## config.mk

```make
export PLATFORM = sky130hd
export DESIGN_NAME = lin_resp_len_ctrl
export DESIGN_NICKNAME = d
export VERILOG_FILES = /design/src/rtl/lin_len_pkg.sv /design/src/rtl/lin_len_clamp.sv /design/src/rtl/lin_len_seq.sv /design/src/rtl/lin_len_view.sv /design/src/rtl/lin_resp_len_ctrl.sv
export SDC_FILE = /design/constraint.sdc
export NUM_CORES = 1
export LEC_CHECK = 0
export BUFFER_PORTS_ARGS = -buffer_cell sky130_fd_sc_hd__buf_2
export CAP_MARGIN = 20
export CORE_UTILIZATION = 45
export DETAILED_ROUTE_END_ITERATION = 10
export GPL_TIMING_DRIVEN = 0
export PLACE_DENSITY = 0.74
export SLEW_MARGIN = 10
export SYNTH_ARGS = -nofsm -noshare
export SYNTH_HDL_FRONTEND = slang
export SYNTH_SLANG_ARGS = --single-unit
```

## constraint.sdc

```tcl
create_clock -name clk -period 2.85 [get_ports clk]
set_clock_uncertainty 0.05 [all_clocks]
set_input_delay 0 -clock clk [delete_from_list [all_inputs] [get_ports clk]]
set_output_delay 0 -clock clk [all_outputs]
set_load 0.01 [all_outputs]
```

## src/rtl/lin_len_pkg.sv

```systemverilog
package lin_len_pkg;

    typedef enum logic {
        DIR_TX = 1'b0,
        DIR_RX = 1'b1
    } resp_dir_e;

endpackage

```

## src/rtl/lin_len_clamp.sv

```systemverilog
module lin_len_clamp #(
    parameter int LEN_W   = 4,
    parameter int MAX_LEN = 8
) (
    input  logic [LEN_W-1:0] raw_i,
    output logic [LEN_W-1:0] len_o
);
    localparam logic [LEN_W-1:0] LIMIT = LEN_W'(MAX_LEN);

    always_comb begin
        len_o = (raw_i > LIMIT) ? LIMIT : raw_i;
    end

    always_comb begin
        assert_clamp_bound_R2: assert (len_o <= LIMIT);
    end
endmodule

```

## src/rtl/lin_len_seq.sv

```systemverilog
module lin_len_seq
    import lin_len_pkg::*;
#(
    parameter int LEN_W   = 4,
    parameter int MAX_LEN = 8
) (
    input  logic             clk,
    input  logic             rst_n,
    input  logic             cmd_tx_i,
    input  logic             cmd_rx_i,
    input  logic [LEN_W-1:0] len_i,
    input  logic             byte_done_i,
    input  logic             byte_err_i,
    output logic             busy_o,
    output resp_dir_e        dir_o,
    output logic [LEN_W-1:0] len_o,
    output logic [LEN_W-1:0] cnt_o,
    output logic             done_o
);
    typedef struct packed {
        logic             busy;
        resp_dir_e        dir;
        logic [LEN_W-1:0] len;
        logic [LEN_W-1:0] cnt;
        logic             done;
    } seq_state_t;

    seq_state_t state_d, state_q;
    logic       cmd_any;

    assign cmd_any = cmd_tx_i | cmd_rx_i;

    always_comb begin
        state_d      = state_q;
        state_d.done = 1'b0;
        if (cmd_any) begin
            state_d.busy = 1'b1;
            state_d.dir  = cmd_tx_i ? DIR_TX : DIR_RX;
            state_d.len  = len_i;
            state_d.cnt  = '0;
        end else if (byte_done_i && state_q.busy) begin
            if (byte_err_i) begin
                state_d.busy = 1'b0;
            end else if (state_q.cnt == state_q.len) begin
                state_d.busy = 1'b0;
                state_d.done = 1'b1;
            end else begin
                state_d.cnt = state_q.cnt + 1'b1;
            end
        end
    end

    always_ff @(posedge clk) begin
        if (!rst_n) begin
            state_q <= '{busy: 1'b0, dir: DIR_TX, len: '0, cnt: '0, done: 1'b0};
        end else begin
            state_q <= state_d;
        end
    end

    assign busy_o = state_q.busy;
    assign dir_o  = state_q.dir;
    assign len_o  = state_q.len;
    assign cnt_o  = state_q.cnt;
    assign done_o = state_q.done;

    assert_cnt_within_len_R4: assert property (@(posedge clk) disable iff (!rst_n)
        state_q.busy |-> (state_q.cnt <= state_q.len));

    assert_cmd_clears_count_R3: assert property (@(posedge clk) disable iff (!rst_n)
        cmd_any |=> (state_q.busy && state_q.cnt == '0));

    assert_tx_priority_R9: assert property (@(posedge clk) disable iff (!rst_n)
        (cmd_tx_i && cmd_rx_i) |=> (state_q.dir == DIR_TX));

    assert_done_one_cycle_R6: assert property (@(posedge clk) disable iff (!rst_n)
        state_q.done |=> !state_q.done);

    assert_error_holds_R7: assert property (@(posedge clk) disable iff (!rst_n)
        (state_q.busy && byte_done_i && byte_err_i && !cmd_any)
        |=> (!state_q.busy && !state_q.done && $stable(state_q.cnt)));

    assert_idle_ignores_R8: assert property (@(posedge clk) disable iff (!rst_n)
        (!state_q.busy && !cmd_any)
        |=> ($stable(state_q.cnt) && $stable(state_q.len) && !state_q.done && !state_q.busy));
endmodule

```

## src/rtl/lin_len_view.sv

```systemverilog
module lin_len_view
    import lin_len_pkg::*;
#(
    parameter int LEN_W = 4
) (
    input  logic             busy_i,
    input  resp_dir_e        dir_i,
    input  logic [LEN_W-1:0] len_i,
    input  logic [LEN_W-1:0] cnt_i,
    output logic [LEN_W-1:0] tx_field_o,
    output logic [LEN_W-1:0] rx_field_o,
    output logic [LEN_W-1:0] left_o,
    output logic             csum_next_o
);
    always_comb begin
        if (dir_i == DIR_TX) begin
            tx_field_o = len_i;
            rx_field_o = cnt_i;
        end else begin
            tx_field_o = cnt_i;
            rx_field_o = len_i;
        end
        left_o      = busy_i ? (len_i - cnt_i) : '0;
        csum_next_o = busy_i && (cnt_i == len_i);
    end

    always_comb begin
        assert_csum_no_left_R5: assert (!csum_next_o || left_o == '0);
    end
endmodule

```

## src/rtl/lin_resp_len_ctrl.sv

```systemverilog
module lin_resp_len_ctrl
    import lin_len_pkg::*;
#(
    parameter int LEN_W   = 4,
    parameter int MAX_LEN = 8
) (
    input  logic             clk,
    input  logic             rst_n,
    input  logic             cmd_tx_i,
    input  logic             cmd_rx_i,
    input  logic [LEN_W-1:0] cmd_len_i,
    input  logic             byte_done_i,
    input  logic             byte_err_i,
    output logic [LEN_W-1:0] tx_len_o,
    output logic [LEN_W-1:0] rx_len_o,
    output logic [LEN_W-1:0] bytes_left_o,
    output logic             csum_next_o,
    output logic             busy_o,
    output logic             resp_done_o
);
    logic [LEN_W-1:0] len_clamped;
    logic [LEN_W-1:0] len_q;
    logic [LEN_W-1:0] cnt_q;
    resp_dir_e        dir_q;

    lin_len_clamp #(.LEN_W(LEN_W), .MAX_LEN(MAX_LEN)) u_clamp (
        .raw_i (cmd_len_i),
        .len_o (len_clamped)
    );

    lin_len_seq #(.LEN_W(LEN_W), .MAX_LEN(MAX_LEN)) u_seq (
        .clk         (clk),
        .rst_n       (rst_n),
        .cmd_tx_i    (cmd_tx_i),
        .cmd_rx_i    (cmd_rx_i),
        .len_i       (len_clamped),
        .byte_done_i (byte_done_i),
        .byte_err_i  (byte_err_i),
        .busy_o      (busy_o),
        .dir_o       (dir_q),
        .len_o       (len_q),
        .cnt_o       (cnt_q),
        .done_o      (resp_done_o)
    );

    lin_len_view #(.LEN_W(LEN_W)) u_view (
        .busy_i      (busy_o),
        .dir_i       (dir_q),
        .len_i       (len_q),
        .cnt_i       (cnt_q),
        .tx_field_o  (tx_len_o),
        .rx_field_o  (rx_len_o),
        .left_o      (bytes_left_o),
        .csum_next_o (csum_next_o)
    );
endmodule

```

==> summary.md, run 1 <==
| Metric | Value |
|---|---|
| Die Span Y | 41.1 um |
| Worst vdd ir | 0.233 mV |
| Startpoint Class | flip-flop |
| Area leader, netlist | dfxtp_1 |
| Worst path arrival time | 2.21 ns |
| Min Hold Slack | 0.00714 ns |
| Nets | 127 |
| Post-synth top flop | dfxtp_1 |
| Initial antenna violation count | 0 |
| Final setup TNS | 0 ns |
| Synth Area per Inst | 8.81 um2 |
| Via/cell ratio | 5.29 |
| CP max stage delay | 0.55 ns |
| Clk buf depth | 2 |
| # rows | 13 |
| HP Class | in2reg |
| Maximum Capacitance Violations | 0 |
| DRT met1 WL | 693 um |
| Total congestion overflow | 0 |
| DR WL/cell | 12.3 um |
| Synthesized Nets | 93 |
| Achievable Freq | 0.475 GHz |
| Mapped Area | 687 um2 |
| Lkg Pwr | 0.418 nW |
| Met2 Wirelength | 780 um |
| Dominant cells by area after synthesis | dfxtp_1, mux2_2, ha_1 |
| # diodes | 0 |
| Dpl hpwl | 1140 um |
| Tcrit/Tclk final | 73.9% |
| Count leader, synth | dfxtp_1 |
| Placed cell area | 826 um2 |
| First-pass GRT wire length | 2210 um |
| Post-CTS Setup Inserts | 0 |
| Total power | 0.333 mW |
| Non-Filler Instances | 126 |
| Drt drc | 0 |
| Clock sink count | 11 |
| Number of flops mapped to enable cells by yosys | 0 |
| CTS tree | done |
| Share of the yosys chip area belonging to registers | 32.1% |
| Unrepaired setup endpoints after global routing | no |
| Cell area power density | 370 nW/um2 |
| Slew HR | 62.5% |
| Final period demand of the worst path | 2.10 ns |
| Top cell type's share of synthesized area | 32.1% |
| CTS root buf | clkbuf_4 |
| Drt pass-1 iters | 4 |
| Top post-synthesis cells by count | dfxtp_1, nor2_1, o21ai_0 |
| FILL cells | 119 |
| Vias post-DR | 666 |
| Area growth syn-to-layout | 31.3% |
| CTS clk-pin slew, worst paths | 0.07 ns |
| Final WL | 1550 um |
| Post-synth cell types | 25 |
| Largest net degree at the start of global routing | 11 |
| H-tree levels | 1 |
| Mapped Cells | 78 |
| Worst Max-Slew Pin Slew | 0.561 ns |
| GRT Total Usage | 20.5% |
| Final instance area | 902 um2 |
| Final Hold Fails | 0 |
| Drt first-iter violations | 9 |
| CTS Buf Count | 3 |
| Die area | 1690 um2 |
| Ys async rst share | 0% |
| Setup ws final | 0.745 ns |
| Crit-path max FO | 5 |
| Pre-CTS WS | 1.17 ns |
| Fin. max-slew vios | 0 |
| Core Area | 1370 um2 |
| CP endpoint kind | flip-flop |
| Final Wtd Congestion | 0.758 |
| Crit path buffers/inverters | 2 |
| Slowest CP cell | dlygate4sd3_1 |
| Port bufs | 24 |
| WP data required | 2.96 ns |
| Delay-heaviest family, CP | buffers and inverters |
| Ys Warns | 0 |
| Final core occ | 66.0% |
| Fraction of layout cells with a size suffix above 1 | 30.6% |
| Seq cells post-synth | 11 |
| Status | completed |
| Met3 WL | 72 um |
| I/O pin count | 25 |
| Initial Util | 50.3% |
| Dpl cells | 117 |
| Skew-Pair Late Insertion Delay | 0.27 ns |
| Final Setup Violations | 0 |
| Crit-path cells | inv_1 > ha_1 > nand3_1 > nor2_1 > o211ai_1 > o311a_1 > dlygate4sd3_1 |
| Antenna viol nets, final | 0 |
| Die width | 41.1 um |
| Vias in the first global route | 540 |
| Top Metal Used | met4 |
| Critical path class | reg2reg |
area by class of cell:
type / instances / area [um2] / share of cell area (%)
plain buffers: 1 / 3.75 / 0.416
repair buffers: 29 / 170 / 18.9
multi-input cells: 61 / 444 / 49.2
well taps: 15 / 18.8 / 2.08
clock buffers: 4 / 26.3 / 2.91
inverters: 5 / 18.8 / 2.08
flip-flops and latches: 11 / 220 / 24.4
final timing paths:
| check | from | to | slack (ns) | cells past startpoint |
|---|---|---|---|---|
| worst max-delay path | u_seq.cnt_o[1] | u_seq.busy_o | 0.75 | 7 |
| worst min register to register | u_seq.len_o[3] | u_seq.len_o[3] | 0.49 | 2 |
| worst max register to register | u_seq.cnt_o[1] | u_seq.busy_o | 0.75 | 7 |
| worst min-delay path | cmd_len_i[3] | u_seq.len_o[3] | 0.007 | 3 |
metal layers:
| metal | up-vias | global-route usage (%) |
|---|---|---|
| li1 | 338 | - |
| met1 | 300 | 24.4 |
| met2 | 26 | 35.2 |
| met3 | 2 | 3.26 |
| met4 | 0 | 10.0 |
| met5 | - | 0 |
cell families (layout without fill, tap and decap cells):
logic type | Yosys count | count (layout) | share of synthesized area [%]
XOR/XNOR | 4 | 4 | 6.19
flip-flops | 11 | 11 | 32.1
AND/OR/NAND/NOR | 30 | 30 | 24.6
buffers and inverters | 6 | 39 | 3.28
adder cells (fa/ha/maj) | 5 | 5 | 10.2
multiplexers | 6 | 6 | 9.65
AO/OA/AOI/OAI | 16 | 16 | 14.0
registers in the layout, indices dropped and copies added, names as in the netlist:
register,cells
u_seq.busy_o,1
u_seq.done_o,1
u_seq.dir_o,1
u_seq.cnt_o,4
u_seq.len_o,4
worst min-delay path, delay by kind of cell:
| kind | cells | cell delay (ns) |
|---|---|---|
| buffers and inverters | 1 | 0.12 |
| AO/OA/AOI/OAI | 2 | 0.15 |
cell usage in the layout, fill, tap and decap left out, drive strengths merged:
cell type     n
buf          25
dfxtp        11
o21ai         7
nor2          6
inv           5
mux2          5
nand2         5
nor2b         5
a21oi         5
dlygate4sd3   5
nor3b         4
ha            4
clkbuf        4
and2          3
nand3         3
xor2          3
and3b         2
o211ai        2
xnor2         1
or3           1
a21boi        1
o311a         1
and4          1
mux2i         1
fa            1
where the power goes:
group | total (mW) | internal (mW) | leakage (nW) | switching [mW]
Clock | 0.108 | 0.0542 | 0.0150 | 0.0535
Sequential | 0.165 | 0.158 | 0.0898 | 0.00659
Combinational | 0.0608 | 0.0309 | 0.313 | 0.0298
timing repair:
action	4_1_cts	5_1_grt
gates resized for setup	0	0
hold endpoints to repair	4	0
hold buffers	5	0
setup endpoints to repair	0	0
No activity file was read; power rests on OpenSTA's default activity.
==> run 2, diff against run 1 <==
Settings changed: CORE_UTILIZATION 45 to 42, PLACE_DENSITY 0.74 to 0.72.
Clock period 2.85 ns to 1.85 ns, I/O delays scaled along.
==> summary.md, run 2 (synthesized netlist as in run 1, its figures left out) <==
| Metric | Value |
|---|---|
| Skew-Pair Late Insertion Delay | 0.27 ns (about the same) |
| Cell area power density | 547 nW/um2 (+48%) |
| H-tree levels | 1 (unchanged) |
| Initial antenna violation count | 0 (unchanged) |
| CTS Buf Count | 3 (unchanged) |
| Setup ws final | 0.104 ns (-0.641 ns) |
| Largest net degree at the start of global routing | 11 (unchanged) |
| HP Class | in2reg |
| Commonest non-fill, non-tap cell in the layout | buf_2 |
| Lkg Pwr | 0.433 nW (+3.6%) |
| Nets | 130 (+2.4%) |
| GRT Total Usage | 19.2% (-1.3 points) |
| Crit-path cells | ha_1 > inv_1 > fa_1 > xor2_1 > and2_1 > buf_2 |
| Vias post-DR | 659 (-1.1%) |
| Post-CTS Setup Inserts | 0 (unchanged) |
| Final Wtd Congestion | 0.706 (-7.0%) |
| Fraction of layout cells with a size suffix above 1 | 32.5% (+1.8 points) |
| Reg-to-Reg Start | u_seq.dir_o |
| Die area | 1800 um2 (+6.8%) |
| Drt first-iter violations | 6 (-3) |
| Antenna viol nets, final | 0 (unchanged) |
| Dpl hpwl | 1070 um (-6.1%) |
| Critical path startpoint | u_seq.cnt_o[0] |
| Fin. max-slew vios | 0 (unchanged) |
| Core Area | 1520 um2 (+12%) |
| # rows | 14 (+1) |
| Vias in the first global route | 621 (+15%) |
| I/O pin count | 25 (unchanged) |
| Hold path start | cmd_len_i[0] |
| First-pass GRT wire length | 2580 um (+17%) |
| Drt drc | 0 (unchanged) |
| Area growth syn-to-layout | 37.0% |
| Slew HR | 69.4% (+6.9 points) |
| Total congestion overflow | 0 (unchanged) |
| Final setup TNS | 0 ns (unchanged) |
| Final WL | 1430 um (-8.1%) |
| Leading cell types in the layout, fill and taps excluded | buf_2, dfxtp_1, dlygate4sd3_1 |
| Final period demand of the worst path | 1.75 ns |
| Die width | 42.4 um (+3.3%) |
| Critical path class | reg2out |
| WP data required | 1.80 ns (-1.16 ns) |
| Initial Util | 45.1% (-5.2 points) |
| Tcrit/Tclk final | 94.4% |
| Achievable Freq | 0.573 GHz |
| Crit-path max FO | 6 (+1) |
| CP endpoint kind | primary output |
| Clock sink count | 11 (unchanged) |
| Worst path arrival time | 1.70 ns (-0.51 ns) |
| Worst Max-Slew Pin Slew | 0.460 ns (-0.101 ns) |
| Clk buf depth | 2 (unchanged) |
| Status | completed |
| Die Span Y | 42.4 um (+3.3%) |
| Non-Filler Instances | 130 (+3.2%) |
| Drt pass-1 iters | 4 (unchanged) |
| Slowest CP cell | dfxtp_2 |
| CTS root buf | clkbuf_4 |
| Final Setup Violations | 0 (unchanged) |
| Worst vdd ir | 0.461 mV (+98%) |
| Via/cell ratio | 5.07 (-4.1%) |
| CTS tree | done |
| Dpl cells | 118 (+0.85%) |
| Startpoint Class | flip-flop |
| DR WL/cell | 11.0 um (-11%) |
| Total power | 0.515 mW (+54%) |
| Final Hold Fails | 0 (unchanged) |
| Port bufs | 24 (unchanged) |
| CTS clk-pin slew, worst paths | 0.08 ns (about the same) |
| Unrepaired setup endpoints after global routing | no |
| Pre-CTS WS | 0.207 ns (-0.966 ns) |
| # diodes | 0 (unchanged) |
| Maximum Capacitance Violations | 0 (unchanged) |
| CP max stage delay | 0.39 ns (-0.16 ns) |
run 2: path summary, 6_finish.rpt:
kind                     end  slack [ns]  cells after the start
min           u_seq.len_o[0]         0.1                      4
min reg2reg   u_seq.len_o[0]        0.50                      2
max          bytes_left_o[2]        0.10                      6
max reg2reg      u_seq.dir_o        0.17                      4
run 2: layout make-up:
type                       instances  area (um2)
multi-input combinational         61         447
tap                               16        20.0
clock buffer                       4        26.3
timing repair buffer              32         200
inverter                           5        18.8
fill                             132         583
buffer                             1        3.75
sequential                        11         225
run 2: where the power goes:
group	internal (mW)	switching, mW	total [mW]
Combinational	0.0515	0.0460	0.0975
Clock	0.0834	0.0819	0.165
Sequential	0.243	0.00937	0.252
Total	0.378	0.137	0.515
run 2: per-stage QoR:
step | utilization [%] | area (um2) | hold slack [ns]
floorplan | - | 687 | 0.0261
global placement | 54.3 | 827 | 0.165
detailed placement | 54.3 | 827 | 0.170
CTS | 61.4 | 936 | 0.0832
global route | 61.7 | 941 | 0.174
finish | 61.7 | 941 | 0.0961
run 2: timing repair:
item,CTS,global route
resized for setup,2,3
hold buffers,8,0
setup endpoints to repair,2,2
hold endpoints to repair,6,0
run 2: routing by layer:
metal	vias up	wire length (um)	GRT usage (%)	part of all wire, %
met3	2	63	4.31	4.4
li1	348	-	-	-
met5	-	0	0	0
met2	20	662	30.8	46
met4	0	12	11.3	0.84
met1	289	688	23.3	48
run 2: critical path, delay by kind of cell (launching register included):
| family | cells | cell delay, ns |
|---|---|---|
| flops | 1 | 0.39 |
| simple gates | 1 | 0.15 |
| buf+inv | 2 | 0.19 |
| xor+xnor | 1 | 0.15 |
| fa+ha+maj | 2 | 0.56 |
